==> src/rtl/evt_pkg.sv <==
package evt_pkg;
  localparam int NUM_EVT = 4;
  localparam int REG_W   = 2 * NUM_EVT;

  typedef logic [NUM_EVT-1:0] evt_vec_t;

  // Next value of one sticky status bit: disable wipes, a write of 0 clears,
  // and an event in the same cycle wins over the clear.
  function automatic logic sticky_next(input logic cur, input logic evt,
                                       input logic en, input logic wr,
                                       input logic wbit);
    logic kept;
    kept = (wr && !wbit) ? 1'b0 : cur;
    return en ? (kept | evt) : 1'b0;
  endfunction

  function automatic logic irq_of(input evt_vec_t st, input evt_vec_t mk);
    return |(st & mk);
  endfunction
endpackage

==> src/rtl/evt_sync_edge.sv <==
module evt_sync_edge #(
  parameter int SYNC_STAGES = 2
) (
  input  logic clk,
  input  logic rst_n,
  input  logic async_in,
  output logic rise
);
  localparam int CHAIN_W = SYNC_STAGES + 1;

  logic [CHAIN_W-1:0] chain_q;
  logic               cur_smp;
  logic               prev_smp;

  always_ff @(posedge clk or negedge rst_n) begin
    if (!rst_n) chain_q <= '0;
    else        chain_q <= {chain_q[CHAIN_W-2:0], async_in};
  end

  assign cur_smp  = chain_q[SYNC_STAGES-1];
  assign prev_smp = chain_q[SYNC_STAGES];
  assign rise     = cur_smp & ~prev_smp;

  AST_EDGE_SINGLE: assert property (@(posedge clk) disable iff (!rst_n)
    rise |=> !rise);
endmodule

==> src/rtl/evt_sticky.sv <==
module evt_sticky
  import evt_pkg::*;
(
  input  logic     clk,
  input  logic     rst_n,
  input  logic     en,
  input  evt_vec_t evt,
  input  logic     wr,
  input  evt_vec_t wr_st,
  output evt_vec_t st
);
  for (genvar i = 0; i < NUM_EVT; i++) begin : g_bit
    always_ff @(posedge clk or negedge rst_n) begin
      if (!rst_n) st[i] <= 1'b0;
      else        st[i] <= sticky_next(st[i], evt[i], en, wr, wr_st[i]);
    end
  end

  AST_DISABLE_CLEARS: assert property (@(posedge clk) disable iff (!rst_n)
    !en |=> st == '0);
  AST_SET_WINS: assert property (@(posedge clk) disable iff (!rst_n)
    (en && evt != '0) |=> ((st & $past(evt)) == $past(evt)));
  AST_NO_SPURIOUS: assert property (@(posedge clk) disable iff (!rst_n)
    1'b1 |=> ((st & ~$past(st) & ~$past(evt)) == '0));
  AST_CLEAR_KEEP: assert property (@(posedge clk) disable iff (!rst_n)
    (en && wr && evt == '0) |=> st == $past(st & wr_st));
endmodule

==> src/rtl/evt_irq.sv <==
module evt_irq
  import evt_pkg::*;
(
  input  evt_vec_t st,
  input  evt_vec_t mk,
  output logic     irq
);
  assign irq = irq_of(st, mk);
endmodule

==> src/rtl/evt_stat_reg.sv <==
module evt_stat_reg
  import evt_pkg::*;
#(
  parameter int SYNC_STAGES = 2
) (
  input  logic             clk,
  input  logic             rst_n,
  input  logic             enable,
  input  logic             wr_en,
  input  logic [REG_W-1:0] wr_data,
  output logic [REG_W-1:0] rd_data,
  input  logic             sense_in,
  input  logic             carry_lo,
  input  logic             carry_hi,
  input  logic             meas_done,
  output logic             irq
);
  logic     sense_rise;
  evt_vec_t evt_vec;
  evt_vec_t status_q;
  evt_vec_t mask_q;

  evt_sync_edge #(.SYNC_STAGES(SYNC_STAGES)) u_sync (
    .clk(clk), .rst_n(rst_n), .async_in(sense_in), .rise(sense_rise)
  );

  // Order matters: index 3 is the sense edge, down to index 0 measurement done.
  assign evt_vec = {sense_rise, carry_lo, carry_hi, meas_done};

  evt_sticky u_sticky (
    .clk(clk), .rst_n(rst_n), .en(enable), .evt(evt_vec),
    .wr(wr_en), .wr_st(wr_data[REG_W-1:NUM_EVT]), .st(status_q)
  );

  always_ff @(posedge clk or negedge rst_n) begin
    if (!rst_n)     mask_q <= '0;
    else if (wr_en) mask_q <= wr_data[NUM_EVT-1:0];
  end

  evt_irq u_irq (.st(status_q), .mk(mask_q), .irq(irq));

  assign rd_data = {status_q, mask_q};

  AST_MASK_HOLD: assert property (@(posedge clk) disable iff (!rst_n)
    !wr_en |=> $stable(mask_q));
  AST_MASK_LOAD: assert property (@(posedge clk) disable iff (!rst_n)
    wr_en |=> rd_data[NUM_EVT-1:0] == $past(wr_data[NUM_EVT-1:0]));
  AST_IRQ_LEVEL: assert property (@(posedge clk) disable iff (!rst_n)
    irq == (|(rd_data[REG_W-1:NUM_EVT] & rd_data[NUM_EVT-1:0])));
endmodule

==> config.mk <==
export PLATFORM = sky130hd
export DESIGN_NAME = evt_stat_reg
export DESIGN_NICKNAME = d
export VERILOG_FILES = /design/src/rtl/evt_pkg.sv /design/src/rtl/evt_sync_edge.sv /design/src/rtl/evt_sticky.sv /design/src/rtl/evt_irq.sv /design/src/rtl/evt_stat_reg.sv
export SDC_FILE = /design/constraint.sdc
export NUM_CORES = 1
export LEC_CHECK = 0
export BUFFER_PORTS_ARGS = -buffer_cell sky130_fd_sc_hd__buf_2
export CELL_PAD_IN_SITES_DETAIL_PLACEMENT = 0
export CELL_PAD_IN_SITES_GLOBAL_PLACEMENT = 1
export CORE_MARGIN = 8
export CORE_UTILIZATION = 33
export DETAILED_ROUTE_END_ITERATION = 7
export GPL_TIMING_DRIVEN = 1
export PLACE_DENSITY_LB_ADDON = 0.25
export RECOVER_POWER = 100
export SLEW_MARGIN = 25
export SYNTH_ARGS = -nofsm -noshare
export SYNTH_HDL_FRONTEND = slang
export SYNTH_SLANG_ARGS = --single-unit
export TNS_END_PERCENT = 50
==> constraint.sdc <==
create_clock -name clk -period 1.8 [get_ports clk]
set_input_delay 0.36 -clock clk [delete_from_list [all_inputs] [get_ports clk]]
set_output_delay 0.36 -clock clk [all_outputs]
set_load 0.03 [all_outputs]
[Yosys cells after proc, flatten, opt, wreduce, memory -nomap -nowiden]
Index checks and enable logic that the tools add are counted.
W data, S select, Z words.
Storage, ports and cells
  logic and storage cells: 30
  output and inout port bits: 9
  register bits after elaboration: 11
  input bits: 16
Cells by class
  bitwise gates (word level): 7
  reduce and logical (&&, ||, !) cells: 9
  mux-type cells: 8
Operators by type and width (number)
  $mux W1: 8
  $and A4 B4 Y4: 1
  $logic_and A1 B1 Y1: 4
  $logic_not A1 Y1: 4
  $or A1 B1 Y1: 4
  $reduce_or A4 Y1: 1
  $and A1 B1 Y1: 1
  $not A1 Y1: 1

[Longest topological paths before layout]
Gate-level depths: netlist of the first run.
  word-level depth: 5
  depth in mapped cells: 3
  mapped depth without buffers: 2

[By module]
A second synthesis of the first run with hierarchy kept.
Second synthesis, totals
  cells, all modules: 31
  area total of the unflattened synthesis: 437.9 µm²
By module, submodules not included
  evt_sticky: times used 1, seq. area each 100.1 µm², area an instance 185.2 µm², cells an instance 16
  evt_stat_reg: times used 1, seq. area each 100.1 µm², area an instance 145.1 µm², cells an instance 8
  evt_sync_edge: times used 1, seq. area each 75.1 µm², area an instance 88.8 µm², cells an instance 4
  evt_irq: times used 1, seq. area each 0.0 µm², area an instance 18.8 µm², cells an instance 3

[Worst setup path after synthesis of the first run]
No wires, ideal clock.
  kind: reg-to-output
  start point: register mask_q[2]
  end point: output port irq
  required time: 1.440 ns
  arrival: 0.904 ns
  cell stages (with the launch flop): 3
  buffers on the path: 0
  path slack: 0.536 ns
  path through: dfrtp_1 > a22oi_1 > nand2_1
Between the ends
  longest elaborated chain between the ends: 2
Ends and longest elaborated chain
  from (decl): line evt_stat_reg.sv:21  | evt_vec_t mask_q;
  from (signal assigned): line evt_stat_reg.sv:37  | else if (wr_en) mask_q <= wr_data[NUM_EVT-1:0];
  $and A4 B4 Y4: line evt_pkg.sv:18  | return |(st & mk);
  $reduce_or A4 Y1: line evt_pkg.sv:18
  to (decl): line evt_stat_reg.sv:16  | output logic irq
Every way passes these cells.

[Final worst setup path of the first run]
Ends and elaborated chain as after synthesis.

==> metrics.yaml, run 1 <==
sta:
  finalMaxSlewViolations: 0
  post-route-min-period_ns: 1.49
  setup_slack_ns: 0.308
  max_clock_freq_mhz: 670
  timing.max_slew.rel_slack: 0.611
  min_period_over_period: 0.829
  fin_worst_hold_slack_ns: 0.201
  finClkSkew_ns: 0.0000691
  tns_ns: 0
  setup-violations-final: 0
  setup_repair_after_global_routing_missed_its_margin: "false"
  report.final.hold_viol_count: 0
  tightestPinTransition_ns: 0.583
critical_path:
  path_class: "flip-flop to output port"
  r2r_cell_count: 1
  worstReg2RegStart: "mask_q[2]"
  worstSetupEndpointType: "output port"
  crit_path_start_kind: "flip-flop"
  rr_endpoint: "mask_q[2]"
  regToRegSetupSlack_ns: 0.98
  cp_data_required_time_ns: 1.44
  worstPathArrival_ns: 1.13
  max_fo_critical_path: 3
synthesis:
  synth.avg_cell_area_um2: 14.5
  synth_top_family_by_area: "simple AND/OR/NAND/NOR gates"
  mappedNetlistNets: 48
  synthMuxAreaShare: 0.130
  ys_seq_area_frac: 0.595
  netlist_area_um2: 463
  synthXorXnorAreaFrac: 0
  synth-adder-area-share: 0
  synth.yosys.warnings: 0
  synth.ff_latch_count: 11
  synth_cell_type_count: 10
  post_synth_inst_count: 32
  fraction_of_the_mapped_netlist_area_in_simple_logic_gates: 0.159
  post_synthesis_compound_gate_area_fraction: 0.0919
grt:
  globalRoute.busiestLayer: "met2"
  grtUsageTotal: 0.0828
  grtUsageMet1: 0.0823
  grt_start_max_net_pins: 12
  grt_pass1_vias: 376
  global_routing_usage_on_met2: 0.137
  globalRouteMet3Util: 0.0560
  global_route.overflow_total: 0
  grt_pass1_wl_um: 1680
  grt_antenna_before_repair: 0
pwr:
  cell_internal_pwr_uw: 388
  power_share_of_the_clock_group: 0.298
  p_comb_frac: 0.195
  max-vdd-ir-drop_mv: 0.614
  static-leakage-power_uw: 0.000278
  sequential_share_of_power: 0.507
  power.share.switching: 0.296
  netSwitchingPower_uw: 163
  power_density_nw_per_um2: 921
hold_path:
  whs_endpoint: "u_sync.chain_q[0]"
  worst_hold_startpoint: "sense_in"
  whs_path_depth: 1
  hold_class: "input port to flip-flop"
flow_run:
  max_cap_violations: 0
cells_and_area:
  final_nets: 77
  growth_of_design_area_from_synthesis_to_finish_pct: 29.5
  finished_core_util: 0.461
  final_layout_size_suffix_gt1_frac: 0.367
  antenna_cells_inserted: 0
run_status:
  run_status: "finished clean"
routing:
  detailedRoute.firstPassIterationCount: 3
  vias_after_detailed_routing: 349
  route.detailed.vias_per_inst: 4.65
  drcViolationCount: 0
  routed_wl_um: 1050
  drtIter0Drc: 5
  routedWlPerCell_um: 14.0
  drtAntennaViolNets: 0
clock_tree:
  cts_root_buffer: "clkbuf_4"
  total_clock_buffers_created_by_cts: 3
  hold_buffers_post_cts: 1
  cts-htree-levels: 1
  post_cts_resize_count: 0
  cts.sink_count: 11
  tritoncts: "built"
  buffer_count_from_post_cts_setup_fixing: 0
  cts-root-to-sink-buffers: 2
  clk-insertion-delay-late_ns: 0.26
  cts.reportedPaths.clkPinSlew_ns: 0.07
floorplan:
  die_height_um: 53.5
  dieArea_um2: 2860
  die-width_um: 53.5
  placement_rows: 13
  initial_core_util: 0.356
  core_um2: 1300
  ioPinCount: 25
placement:
  routabilityCongestion: 0.698
  pre_cts_ws_ns: 0.618
  hpwl_after_dpl_um: 872
  portBuffers: 24
[cell usage in the layout, fill, tap and decap left out]
cell type       n
o21ai_0         3
buf_2          14
nor2_1          3
clkbuf_1       11
nor2b_4         1
dlygate4sd3_1   1
dfrtp_1        11
a22oi_1         2
mux2_1          4
o22ai_2         1
nand2_1         3
clkbuf_4        3
nor3b_2         3
[per-stage QoR]
| step | cells | power, uW | cell area [um^2] |
|---|---|---|---|
| 2_1_floorplan | 32 | 357 | 463 |
| 3_3_place_gp | 70 | 406 | 591 |
| 3_5_place_dp | 70 | 407 | 591 |
| 4_1_cts | 75 | 576 | 627 |
| 5_1_grt | 75 | 582 | 599 |
| 6_report | 75 | 552 | 599 |
[Yosys cell counts]
cell type   n  area [um^2]
a22oi_1     2         15.0
buf_6       1         11.3
dfrtp_1    11          275
mux2_4      4         60.1
nand2_1     3         11.3
nor2_1      3         11.3
nor2b_4     1         13.8
nor3b_2     3         37.5
o21ai_0     3         15.0
o22ai_2     1         12.5
[how the worst max path moves through the flow]
stage	startpoint	to	slack, ns	cells past startpoint
floorplan	mask_q[2]	irq	0.54	2
global placement	mask_q[3]	irq	0.63	3
detailed placement	mask_q[2]	irq	0.62	3
CTS	mask_q[2]	irq	0.33	3
global route	mask_q[2]	irq	0.21	3
finish	mask_q[2]	irq	0.31	3
[layout make-up]
class | instances | area (um^2)
Sequential cell | 11 | 275
Fill cell | 138 | 702
Clock buffer | 4 | 26.3
Multi-Input combinational cell | 20 | 161
Tap cell | 15 | 18.8
Timing Repair Buffer | 25 | 118
[sequential cells by signal (all words and copies together) (netlist names)]
signal / count
u_sticky.st: 4
mask_q: 4
u_sync.chain_q: 3
[power by group through the flow]
| stage | Clock [uW] | Combinational [uW] | Sequential [uW] |
|---|---|---|---|
| after global routing | 183 | 117 | 282 |
| after global placement | 0 | 122 | 284 |
| after floorplan | 0 | 43.8 | 314 |
| final | 164 | 108 | 280 |
| after CTS | 171 | 125 | 280 |
| after detailed placement | 0 | 123 | 285 |
[cell families (layout without fill, tap and decap cells)]
family	count (synthesis)	count (layout)
mux	4	4
buf+inv	1	29
flops	11	11
simple gates	10	10
compound gates	6	6
[critical path, stage by stage, from the launching register on]
cell and delay (ns):
dfrtp_1 0.40, a22oi_1 0.19, nand2_1 0.07, clkbuf_1 0.21
[layer usage]
metal  share of wire  routed length [um]
met1            0.38                 401
met2            0.52                 545
met3           0.098                 103
met4               0                   0
met5               0                   0
(Power assumes the default switching activity.)
==> run 2, diff against run 1 <==
CORE_ASPECT_RATIO = 1.1   (was unset)
CORE_UTILIZATION = 31   (was 33)
clock period = 1.4 ns   (was 1.8 ns; I/O delays follow)
==> metrics.yaml, run 2 (same netlist as run 1, synthesis figures left out) <==
run_status:
  run_status: "finished clean"
placement:
  portBuffers: 24
  pre_cts_ws_ns: 0.288
  routabilityCongestion: 0.665
pwr:
  sequential_share_of_power: 0.491
  power_density_nw_per_um2: 1140
  cell_internal_pwr_uw: 517
  p_comb_frac: 0.223
  static-leakage-power_uw: 0.000325
  max-vdd-ir-drop_mv: 0.447
  power_share_of_the_clock_group: 0.285
  power.share.switching: 0.296
  netSwitchingPower_uw: 217
routing:
  detailedRoute.firstPassIterationCount: 3
  routed_wl_um: 1020
  drtIter0Drc: 7
  vias_after_detailed_routing: 355
  routedWlPerCell_um: 13.3
  drtAntennaViolNets: 0
  route.detailed.vias_per_inst: 4.61
  drcViolationCount: 0
floorplan:
  dieArea_um2: 2990
  core_um2: 1380
  die_height_um: 56.5
  placement_rows: 14
  die-width_um: 52.8
  ioPinCount: 25
  initial_core_util: 0.335
sta:
  tns_ns: 0
  tightestPinTransition_ns: 0.568
  post-route-min-period_ns: 1.34
  setup_slack_ns: 0.0557
  min_period_over_period: 0.960
  timing.max_slew.rel_slack: 0.622
  finalMaxSlewViolations: 0
  setup-violations-final: 0
  finClkSkew_ns: 0.000129
  max_clock_freq_mhz: 744
  setup_repair_after_global_routing_missed_its_margin: "true"
  report.final.hold_viol_count: 0
cells_and_area:
  final_nets: 78
  layout.cells.most_common: "buf_2"
  registers_with_the_most_flip_flops: "mask_q: 4 flops, u_sticky.st: 4 flops, u_sync.chain_q: 3 flops"
  multi_input_area_um2: 179
  final_layout_size_suffix_gt1_frac: 0.607
  finished_core_util: 0.466
  top_library_cells_by_usage_in_the_layout_fill_and_taps_aside: "22 x buf_2, 11 x dfrtp_1"
  antenna_cells_inserted: 0
  layout.area.seq_um2: 275
  growth_of_design_area_from_synthesis_to_finish_pct: 39.2
  num-fill-cells: 139
grt:
  grt_start_max_net_pins: 12
  grtUsageTotal: 0.0805
  grt_pass1_wl_um: 1810
  grt_antenna_before_repair: 0
  grt_pass1_vias: 399
  global_route.overflow_total: 0
critical_path:
  max_fo_critical_path: 2
  worstSetupEndpointType: "output port"
  path_class: "flip-flop to output port"
  cp_data_required_time_ns: 1.12
  worstPathArrival_ns: 1.06
  crit_path_start_kind: "flip-flop"
clock_tree:
  total_clock_buffers_created_by_cts: 3
  cts.reportedPaths.clkPinSlew_ns: 0.07
  cts_root_buffer: "clkbuf_4"
  tritoncts: "built"
  cts-root-to-sink-buffers: 2
  cts.sink_count: 11
  clk-insertion-delay-late_ns: 0.27
  cts-htree-levels: 1
hold_path:
  hold_class: "input port to flip-flop"
flow_run:
  max_cap_violations: 0
[run 2: power by group through the flow]
stage | registers [uW] | clock network (uW) | logic [uW]
global route | 365 | 250 | 177
detailed placement | 365 | 0 | 158
global placement | 364 | 0 | 158
finish | 361 | 210 | 164
CTS | 358 | 224 | 167
floorplan | 403 | 0 | 56.4
[run 2: final cells by class]
cell class / count / share of cell area
Tap cell: 16 / 0.0311
Clock buffer: 3 / 0.0350
Sequential cell: 11 / 0.427
Multi-Input combinational cell: 20 / 0.278
Clock inverter: 1 / 0.00777
Timing Repair Buffer: 26 / 0.221
[run 2: worst max-delay path, stage by stage (launching register included)]
cell     delay [ns]
dfrtp_1        0.39
a22oi_2        0.19
nand2_1        0.08
buf_6          0.14
[run 2: stage by stage]
stage	std cells	area (um^2)	hold slack, ns	power, uW
6_report	77	644	0.113	735
5_1_grt	77	644	0.0849	792
4_1_cts	77	639	0.0993	749
3_5_place_dp	71	592	0.160	523
3_3_place_gp	71	592	0.160	522
2_1_floorplan	32	463	-0.0156	460
[run 2: final timing paths]
path	startpoint	to	slack, ns	cells past startpoint
max	u_sticky.st[2]	irq	0.06	3
min	sense_in	u_sync.chain_q[0]	0.11	1
max reg2reg	u_sticky.st[2]	u_sticky.st[2]	0.55	3
min reg2reg	u_sync.chain_q[0]	u_sync.chain_q[1]	0.36	0
max in group asynchronous	rst_n	mask_q[2]	0.52	2
min in group asynchronous	rst_n	u_sticky.st[3]	0.51	2
[run 2: what timing repair did]
item | 4_1_cts | 5_1_grt
pin swaps | 1 | 0
setup endpoints to repair | 1 | 1
resized for setup | 1 | 3
hold endpoints to repair | 11 | 0
buffers inserted | 1 | 0
hold buffers | 1 | 0
[run 2: metal layers]
metal | share of wire | GRT usage | up-vias
li1 | - | - | 170
met1 | 0.39 | 0.0869 | 169
met2 | 0.48 | 0.112 | 16
met3 | 0.12 | 0.0553 | 0
met4 | 0 | 0.0444 | 0
met5 | 0 | 0 | -
